### src/rtl/frac_div_pkg.sv
package frac_div_pkg;
  localparam int unsigned WORD_W    = 32;
  localparam int unsigned FLD_LO    = 0;
  localparam int unsigned FLD_HI    = 12;
  localparam int unsigned BIT_DUAL  = 28;
  localparam int unsigned BIT_OGATE = 30;
  localparam int unsigned BIT_IGATE = 31;
  localparam int unsigned BIT_BYP   = 24;

  typedef enum logic {PH_A = 1'b0, PH_B = 1'b1} phase_e;
endpackage

### src/rtl/frac_div_regs.sv
module frac_div_regs
  import frac_div_pkg::*;
#(
  parameter int unsigned DIV_W = 12
) (
  input  logic              clk_i,
  input  logic              rst_ni,
  input  logic              wr_en_i,
  input  logic              wr_addr_i,
  input  logic [WORD_W-1:0] wr_data_i,
  output logic [DIV_W-1:0]  ratio_a_o,
  output logic [DIV_W-1:0]  ratio_b_o,
  output logic [DIV_W-1:0]  reps_a_o,
  output logic [DIV_W-1:0]  reps_b_o,
  output logic              dual_o,
  output logic              ogate_o,
  output logic              igate_o,
  output logic              byp_o
);
  always_ff @(posedge clk_i or negedge rst_ni) begin
    if (!rst_ni) begin
      ratio_a_o <= '0;
      ratio_b_o <= '0;
      dual_o    <= 1'b0;
      ogate_o   <= 1'b0;
      igate_o   <= 1'b0;
    end else if (wr_en_i && !wr_addr_i) begin
      ratio_a_o <= wr_data_i[FLD_LO +: DIV_W];
      ratio_b_o <= wr_data_i[FLD_HI +: DIV_W];
      dual_o    <= wr_data_i[BIT_DUAL];
      ogate_o   <= wr_data_i[BIT_OGATE];
      igate_o   <= wr_data_i[BIT_IGATE];
    end
  end

  always_ff @(posedge clk_i or negedge rst_ni) begin
    if (!rst_ni) begin
      reps_a_o <= '0;
      reps_b_o <= '0;
      byp_o    <= 1'b0;
    end else if (wr_en_i && wr_addr_i) begin
      reps_a_o <= wr_data_i[FLD_LO +: DIV_W];
      reps_b_o <= wr_data_i[FLD_HI +: DIV_W];
      byp_o    <= wr_data_i[BIT_BYP];
    end
  end
endmodule

### src/rtl/frac_div_core.sv
module frac_div_core
  import frac_div_pkg::*;
#(
  parameter int unsigned DIV_W = 12
) (
  input  logic             clk_i,
  input  logic             rst_ni,
  input  logic [DIV_W-1:0] ratio_a_i,
  input  logic [DIV_W-1:0] ratio_b_i,
  input  logic [DIV_W-1:0] reps_a_i,
  input  logic [DIV_W-1:0] reps_b_i,
  input  logic             dual_i,
  input  logic             igate_i,
  input  logic             byp_i,
  output logic             hi_d_o,
  output logic             per_end_o,
  output logic [DIV_W-1:0] cnt_o,
  output logic [DIV_W-1:0] cur_ratio_o,
  output logic             ph_b_o
);
  localparam int unsigned HW = DIV_W + 1;

  logic [DIV_W-1:0] cnt_q, rep_q, cur_ratio, cur_reps;
  logic [HW-1:0]    half;
  phase_e           ph_q;
  logic             run;

  assign run       = igate_i & ~byp_i;
  assign cur_ratio = (ph_q == PH_B) ? ratio_b_i : ratio_a_i;
  assign cur_reps  = (ph_q == PH_B) ? reps_b_i  : reps_a_i;
  // ratio = field+1; high phase is floor(ratio/2)
  assign half      = ({1'b0, cur_ratio} + HW'(1)) >> 1;
  assign per_end_o = run & (cnt_q >= cur_ratio);
  assign hi_d_o    = run & ({1'b0, cnt_q} < half);

  always_ff @(posedge clk_i or negedge rst_ni) begin
    if (!rst_ni) begin
      cnt_q <= '0;
      rep_q <= '0;
      ph_q  <= PH_A;
    end else if (!run) begin
      cnt_q <= '0;
      rep_q <= '0;
      ph_q  <= PH_A;
    end else if (per_end_o) begin
      cnt_q <= '0;
      if (!dual_i) begin
        rep_q <= '0;
        ph_q  <= PH_A;
      end else if (rep_q >= cur_reps) begin
        rep_q <= '0;
        ph_q  <= (ph_q == PH_A) ? PH_B : PH_A;
      end else begin
        rep_q <= rep_q + DIV_W'(1);
      end
    end else begin
      cnt_q <= cnt_q + DIV_W'(1);
    end
  end

  assign cnt_o       = cnt_q;
  assign cur_ratio_o = cur_ratio;
  assign ph_b_o      = (ph_q == PH_B);
endmodule

### src/rtl/frac_div_outgate.sv
module frac_div_outgate (
  input  logic clk_i,
  input  logic rst_ni,
  input  logic hi_d_i,
  input  logic per_end_i,
  input  logic ogate_i,
  input  logic igate_i,
  input  logic byp_i,
  output logic sq_o,
  output logic act_o,
  output logic clk_o,
  output logic tick_o
);
  logic sq_q, act_q, act_d, tick_q;
  logic bsel_n, ben_n;

  // gate may only move while the next wave value is low
  assign act_d = hi_d_i ? act_q : ogate_i;

  always_ff @(posedge clk_i or negedge rst_ni) begin
    if (!rst_ni) begin
      sq_q   <= 1'b0;
      act_q  <= 1'b0;
      tick_q <= 1'b0;
    end else begin
      sq_q   <= hi_d_i;
      act_q  <= act_d;
      tick_q <= (per_end_i & act_d) | (byp_i & igate_i & ogate_i);
    end
  end

  // bypass select and enable change only while the reference is low
  always_ff @(negedge clk_i or negedge rst_ni) begin
    if (!rst_ni) begin
      bsel_n <= 1'b0;
      ben_n  <= 1'b0;
    end else begin
      bsel_n <= byp_i;
      ben_n  <= byp_i & igate_i & ogate_i;
    end
  end

  assign clk_o  = bsel_n ? (clk_i & ben_n) : (sq_q & act_q);
  assign tick_o = tick_q;
  assign sq_o   = sq_q;
  assign act_o  = act_q;
endmodule

### src/rtl/frac_clk_div.sv
module frac_clk_div
  import frac_div_pkg::*;
#(
  parameter int unsigned DIV_W = 12
) (
  input  logic              clk_i,
  input  logic              rst_ni,
  input  logic              wr_en_i,
  input  logic              wr_addr_i,
  input  logic [WORD_W-1:0] wr_data_i,
  output logic              clk_o,
  output logic              tick_o
);
  logic [DIV_W-1:0] ratio_a, ratio_b, reps_a, reps_b, cnt, cur_ratio;
  logic dual, ogate, igate, byp, hi_d, per_end, ph_b, sq, act;

  frac_div_regs #(.DIV_W(DIV_W)) u_regs (
    .clk_i, .rst_ni, .wr_en_i, .wr_addr_i, .wr_data_i,
    .ratio_a_o(ratio_a), .ratio_b_o(ratio_b),
    .reps_a_o(reps_a), .reps_b_o(reps_b),
    .dual_o(dual), .ogate_o(ogate), .igate_o(igate), .byp_o(byp)
  );

  frac_div_core #(.DIV_W(DIV_W)) u_core (
    .clk_i, .rst_ni,
    .ratio_a_i(ratio_a), .ratio_b_i(ratio_b),
    .reps_a_i(reps_a), .reps_b_i(reps_b),
    .dual_i(dual), .igate_i(igate), .byp_i(byp),
    .hi_d_o(hi_d), .per_end_o(per_end),
    .cnt_o(cnt), .cur_ratio_o(cur_ratio), .ph_b_o(ph_b)
  );

  frac_div_outgate u_out (
    .clk_i, .rst_ni,
    .hi_d_i(hi_d), .per_end_i(per_end),
    .ogate_i(ogate), .igate_i(igate), .byp_i(byp),
    .sq_o(sq), .act_o(act), .clk_o, .tick_o
  );
endmodule

### config.mk
export PLATFORM = sky130hd
export DESIGN_NAME = frac_clk_div
export DESIGN_NICKNAME = d
export VERILOG_FILES = /design/src/rtl/frac_div_pkg.sv /design/src/rtl/frac_div_regs.sv /design/src/rtl/frac_div_core.sv /design/src/rtl/frac_div_outgate.sv /design/src/rtl/frac_clk_div.sv
export SDC_FILE = /design/constraint.sdc
export NUM_CORES = 1
export LEC_CHECK = 0
export BUFFER_PORTS_ARGS = -buffer_cell sky130_fd_sc_hd__buf_2
export CAP_MARGIN = 10
export CORE_UTILIZATION = 59
export DETAILED_ROUTE_END_ITERATION = 7
export MAX_ROUTING_LAYER = met4
export PLACE_DENSITY = 0.9
export SLEW_MARGIN = 20
export SYNTH_ARGS = -nofsm -noshare
export SYNTH_HDL_FRONTEND = slang
export SYNTH_HIERARCHICAL = 1
export SYNTH_SLANG_ARGS = --single-unit
### constraint.sdc
create_clock -name clk_i -period 8.2 [get_ports clk_i]
set_input_delay 1.64 -clock clk_i [delete_from_list [all_inputs] [get_ports clk_i]]
set_output_delay 1.64 -clock clk_i [all_outputs]
set_load 0.05 [all_outputs]
# Word-level counts from Yosys, hierarchy flattened
# Cells that the tools add are included.
# W data, S select, Z words.
totals:
  regBits: 82
  latchBits: 0
  mem_bits_rw: 0
  rom_bits: 0
  inputBits: 36
  memories: 0
classes:
  n_addsub: 3
  multipliers: 0
  n_div: 0
  order_cmp: 3
  n_eq_ne: 2
  n_shift: 0
  n_mux: 15
  n_bitwise: 10
  reduce_logical: 4
op_table:
  columns: ["operator", "n"]
  rows:
  - ["$mux W12", 8]
  - ["$add A12 B1 Y12 const B", 2]
  - ["$ge A12 B12 Y1", 2]
  - ["$add A12 B1 Y13 const B", 1]
  - ["$lt A12 B12 Y1", 1]
  - ["$and A1 B1 Y1", 8]
  - ["$mux W1", 7]
  - ["$ne A3 B3 Y1 const B", 1]
  - ["$logic_and A1 B1 Y1", 2]
  - ["$ne A2 B1 Y1 const B", 1]
  - ["$reduce_and A2 Y1", 1]
  - ["$logic_not A1 Y1", 1]
  - ["$not A1 Y1", 1]
  - ["$or A1 B1 Y1", 1]

# Depth between registers and ports, before layout
# Gate-level depths: netlist (run 1).
depth:
  depth_word: 7
  depth_mapped: 15

# Modules after synthesis
# The synthesis (run 1) kept the hierarchy.
by_module_without_submodules:
  columns: ["mod", "n_inst", "cells_per_inst", "area_per_inst_um2"]
  rows:
  - ["frac_div_core", 1, 285, 2519.9]
  - ["frac_div_regs", 1, 111, 2045.7]
  - ["frac_div_outgate", 1, 14, 182.7]

==> qor.csv, run 1 <==
stage,metric,value,unit
outcome,outcome,"finished, final reports clean",
logic_synthesis,Syn Area/Cell,11.62,um2
routing,Avg Vias per Cell,5.893,
routing,WL/cell,17.28,um
placement,dpl cell area,0.004940,mm2
finish,"Core Util, Final",0.6724,
floorplanning,Initial Util,0.6103,
placement,Placed Instances,533,
finish,Post-Layout Cell Count,552,
routing,WL final,9538,um
finish,FF/Latch Area,0.002052,mm2
job,max_cap viols,0,
worst_setup_path,crit path kind,register to primary output,
finish,final instance area,0.005223,mm2
routing,via count,3253,
logic_synthesis,Mapped Area,0.004741,mm2
floorplanning,die area,0.008398,mm2
global_routing,GRT Total Usage,0.2607,
worst_setup_path,"Req. time, crit path",6560,ps
routing,1st-iter DRT viols,202,
placement,IO buf count,33,
clock_network,Clock Pin Slew Worst Setup and Hold Paths,80,ps
placement,dpl ws,1677,ps
global_routing,Overflow after GRT,0,
routing,Initial DRT Pass Iterations,4,
global_routing,met1 usage,0.3277,
clock_network,cts hold-fix bufs,0,
clock_network,post-CTS sizing,0,
logic_synthesis,syn nets,483,
pwr,PD cells,217.1,mW/mm2
worst_setup_path,Critical Path AT,5410,ps
finish,footprint of the multi-input gates,0.002499,mm2
finish,Final nets,520,
global_routing,busiest grt layer,met2,
placement,Final GP Congestion,0.8873,
global_routing,first-pass GRT wire length,16270,um
finish,P&R area growth vs syn,10.16,%
pwr,Worst VDD drop,0.1328,mV
worst_setup_path,"Max FO, Critical Path",2,
sta,Setup TNS,0,ps
finish,n_diodes,0,
sta,"Slew Viols, Final",0,
pwr,Lkg Pwr,2.432,nW
floorplanning,core area,0.007767,mm2
logic_synthesis,post-synthesis cell count,408,
placement,HPWL after DPL,6699,um
clock_network,post-CTS setup buffer count,0,
pwr,total power,1.134,mW
global_routing,met2 Track Usage GR,0.4085,
global_routing,vias in the first global route,3437,
sta,clk_skew,11.42,ps
floorplanning,die width,91.64,um
routing,DRT antenna net count,0,
finish,fillcell total,561,
routing,# DRC,0,
worst_hold_path,hold crit path type,register to register,
global_routing,initial antenna violation count,0,
sta,final hold vios,0,
clock_network,TritonCTS clock tree,done,
logic_synthesis,yosys warns,6,
floorplanning,Rows,32,
sta,"Setup violations, final",0,
global_routing,maximum number of pins on one net before global-route repair,72,
finish,layout cell share with drive strength beyond 1,0.2689,
sta,RSZ-0062 raised after global routing,false,
sta,final setup margin,1150,ps
sta,Least-Margin Pin Slew,1062,ps
worst_setup_path,CP endpoint kind,primary output,
sta,max_slew headroom,0.2903,
floorplanning,I/O pin cnt,38,
floorplanning,Die Ht,91.64,um
worst_setup_path,crit start category,register,
sta,Fin Hold WS,510.7,ps
clock_network,worst skew pair latency,470,ps
global_routing,met3 usage,0.05556,
==> sequential cells by signal (all words and copies together), names as in the netlist, 12 cells and up <==
name and count:
u_core/cnt_o 12, u_core/rep_q 12, u_regs/ratio_a_o 12, u_regs/ratio_b_o 12, u_regs/reps_a_o 12, u_regs/reps_b_o 12
==> layout by cell type, fill, tap and decap left out, drive strengths merged, types with 2 or more instances in the layout <==
cell type / instances
nor2: 28
nor2b: 12
buf: 36
nand3: 10
nand4: 7
a21oi: 12
o211ai: 2
ha: 39
nor3: 4
a211oi: 2
a22o: 9
xor2: 8
inv: 20
and3: 10
a21o: 2
mux2: 58
nand2: 24
clkinvlp: 2
nand3b: 2
o21ai: 19
dfrtn: 2
dfrtp: 80
mux2i: 21
xnor2: 11
clkbuf: 13
nand2b: 3
a2111oi: 2
bufinv: 3
==> power breakdown <==
group          internal (mW)  switching (mW)  leakage [nW]  total [mW]
clock network          0.235           0.159         0.142       0.394
registers              0.449          0.0332          1.02       0.482
logic                  0.124           0.134          1.27       0.258
==> critical path: stages (launching register included) <==
cell and delay (ps):
dfrtn_1 410, nand3_1 80, o21ai_0 80, buf_2 290
==> per-layer routing <==
| metal | vias up | wire length (um) |
|---|---|---|
| li1 | 1526 | - |
| met1 | 1612 | 4321 |
| met2 | 92 | 4570 |
| met3 | 23 | 420 |
| met4 | 0 | 225 |
| met5 | - | 0 |
==> final timing paths <==
| check | start | end | slack (ps) | cells past startpoint |
|---|---|---|---|---|
| max reg2reg | u_regs/byp_o | u_out/ben_n | 3320 | 1 |
| min in group asynchronous | rst_ni | u_out/tick_o | 990 | 1 |
| min reg2reg | u_regs/reps_b_o[9] | u_regs/reps_b_o[9] | 510 | 1 |
| max in group asynchronous | rst_ni | u_out/ben_n | 3040 | 1 |
| min | u_regs/reps_b_o[9] | u_regs/reps_b_o[9] | 510 | 1 |
| max | u_out/bsel_n | clk_o | 1150 | 3 |
==> cell type report <==
type / instances / share of cell area
flip-flops and latches: 82 / 0.3929
repair buffers: 35 / 0.03546
clock buffers: 14 / 0.03330
well taps: 102 / 0.02444
inverters: 19 / 0.01366
clock inverters: 6 / 0.02180
multi-input cells: 294 / 0.4784
Note: power is estimated with default switching activity, not from simulation.
==> inputs of run 2 (changes only) <==
- clock period: 8.2 -> 8.4 ns (I/O delays scaled with it)
==> run 2 against run 1 <==
Effect of this change: sequential share of layout area rose by 0.44 points; highest routed layer unchanged; critical endpoint unchanged; die area stayed put; sequential power shrank 2%; final cell count did not move; count of clock-buffer cells in the layout down 1; global-route usage is 0.55 points lower; largest power group unchanged; critical path depth unchanged; hold slack got worse by 1.8 ps; power decreased by 9.2%.
==> qor.csv, run 2 (same netlist as run 1, synthesis figures left out) <==
stage,metric,value,unit
outcome,outcome,"finished, final reports clean",
finish,n_diodes,0,
sta,RSZ-0062 raised after global routing,false,
placement,IO buf count,33,
finish,"commonest non-fill, non-tap cells in the layout","80 x dfrtp_1, 39 x ha_1, 36 x mux2_2",
clock_network,Clock Pin Slew Worst Setup and Hold Paths,80,ps
worst_setup_path,"Max FO, Critical Path",2,
finish,fillcell total,598,
worst_setup_path,cells on worst reg2reg path,1,
worst_hold_path,hold crit path type,register to register,
worst_setup_path,CP Cell Sequence,nand3_1 -> o21ai_0 -> buf_2,
worst_setup_path,slowest CP cell,dfrtn_1,
finish,FF/Latch Area,0.002052,mm2
sta,Setup TNS,0,ps
pwr,Lkg Pwr,2.410,nW
finish,"commonest non-fill, non-tap cell in the layout",dfrtp_1,
floorplanning,core area,0.007767,mm2
floorplanning,Initial Util,0.6103,
routing,1st-iter DRT viols,154,
pwr,Worst VDD drop,0.1227,mV
global_routing,Overflow after GRT,0,
floorplanning,die area,0.008398,mm2
global_routing,vias in the first global route,3297,
pwr,PD cells,199.4,mW/mm2
clock_network,post-CTS sizing,0,
routing,# DRC,0,
routing,WL final,9537,um
sta,Least-Margin Pin Slew,1103,ps
routing,Initial DRT Pass Iterations,4,
clock_network,post-CTS setup buffer count,0,
floorplanning,die width,91.64,um
placement,Placed Instances,533,
pwr,clock power share,0.300,
global_routing,GRT Total Usage,0.2552,
worst_setup_path,CP endpoint kind,primary output,
job,max_cap viols,0,
worst_setup_path,Critical Path AT,5510,ps
pwr,Comb pwr share,0.243,
floorplanning,Die Ht,91.64,um
pwr,sw frac,0.3182,
sta,clk_skew,8.094,ps
worst_setup_path,Crit path max-delay family,flip-flops,
sta,"Slew Viols, Final",0,
worst_setup_path,biggest cell delay along the critical path,410,ps
routing,DRT antenna net count,0,
placement,Final GP Congestion,0.9030,
routing,via count,3188,
worst_setup_path,crit start category,register,
routing,WL/cell,17.28,um
floorplanning,Rows,32,
worst_setup_path,"Req. time, crit path",6720,ps
worst_setup_path,WP buf/inv,1,
clock_network,TritonCTS clock tree,done,
floorplanning,I/O pin cnt,38,
placement,HPWL after DPL,6737,um
clock_network,cts hold-fix bufs,0,
sta,final hold vios,0,
pwr,Power Internal,0.7022,mW
pwr,Psw,0.3277,mW
clock_network,worst skew pair latency,460,ps
worst_setup_path,crit path kind,register to primary output,
finish,footprint of the multi-input gates,0.002499,mm2
routing,Avg Vias per Cell,5.775,
sta,"Setup violations, final",0,
global_routing,maximum number of pins on one net before global-route repair,72,
finish,Final nets,520,
finish,Post-Layout Cell Count,552,
worst_hold_path,hold depth,1,
worst_setup_path,WP depth,3,
global_routing,first-pass GRT wire length,15760,um
global_routing,initial antenna violation count,0,
finish,P&R area growth vs syn,8.947,%
pwr,Seq pwr share,0.457,
finish,layout cell share with drive strength beyond 1,0.2711,
sta,max_slew headroom,0.2633,
run 2: worst paths after layout:
path	startpoint	end	slack, ps
worst min register to register	u_regs/reps_a_o[1]	u_regs/reps_a_o[1]	510
min in group asynchronous	rst_ni	u_out/tick_o	1030
worst max register to register	u_regs/byp_o	u_out/ben_n	3420
worst max-delay path	u_out/bsel_n	clk_o	1210
max in group asynchronous	rst_ni	u_out/ben_n	3090
worst min-delay path	u_regs/reps_a_o[1]	u_regs/reps_a_o[1]	510
run 2: area by class of cell:
cell class | instances | share of cell area
Multi-Input combinational cell | 294 | 0.4838
Sequential cell | 82 | 0.3973
Timing Repair Buffer | 35 | 0.03585
Clock buffer | 13 | 0.03295
Tap cell | 102 | 0.02471
Inverter | 19 | 0.01381
Clock inverter | 7 | 0.01163
run 2: power groups by stage:
stage	sequential, mW	clock (mW)	combinational (mW)
2_1_floorplan	0.466	0.00358	0.195
3_3_place_gp	0.474	0.00427	0.233
3_5_place_dp	0.477	0.00427	0.247
4_1_cts	0.470	0.318	0.250
5_1_grt	0.477	0.337	0.277
6_report	0.470	0.309	0.250
run 2: metal layers:
layer,vias to the layer above,share of wire,track usage
li1,1529,-,-
met1,1571,0.46,0.3175
met2,73,0.48,0.3979
met3,15,0.037,0.06136
met4,0,0.019,0.1124
met5,-,0,-
run 2: metrics by stage:
| step | setup slack, ps | power (mW) | util | cell area, um2 | hold slack (ps) |
|---|---|---|---|---|---|
| 2_1_floorplan | 1092 | 0.6644 | - | 4741 | 473.6 |
| 3_3_place_gp | 1746 | 0.7109 | 0.6360 | 4940 | 483.6 |
| 3_5_place_dp | 1741 | 0.7290 | 0.6360 | 4940 | 492.4 |
| 4_1_cts | 1180 | 1.038 | 0.6649 | 5165 | 511.1 |
| 5_1_grt | 1164 | 1.090 | 0.6649 | 5165 | 523.7 |
| 6_report | 1208 | 1.030 | 0.6649 | 5165 | 508.9 |
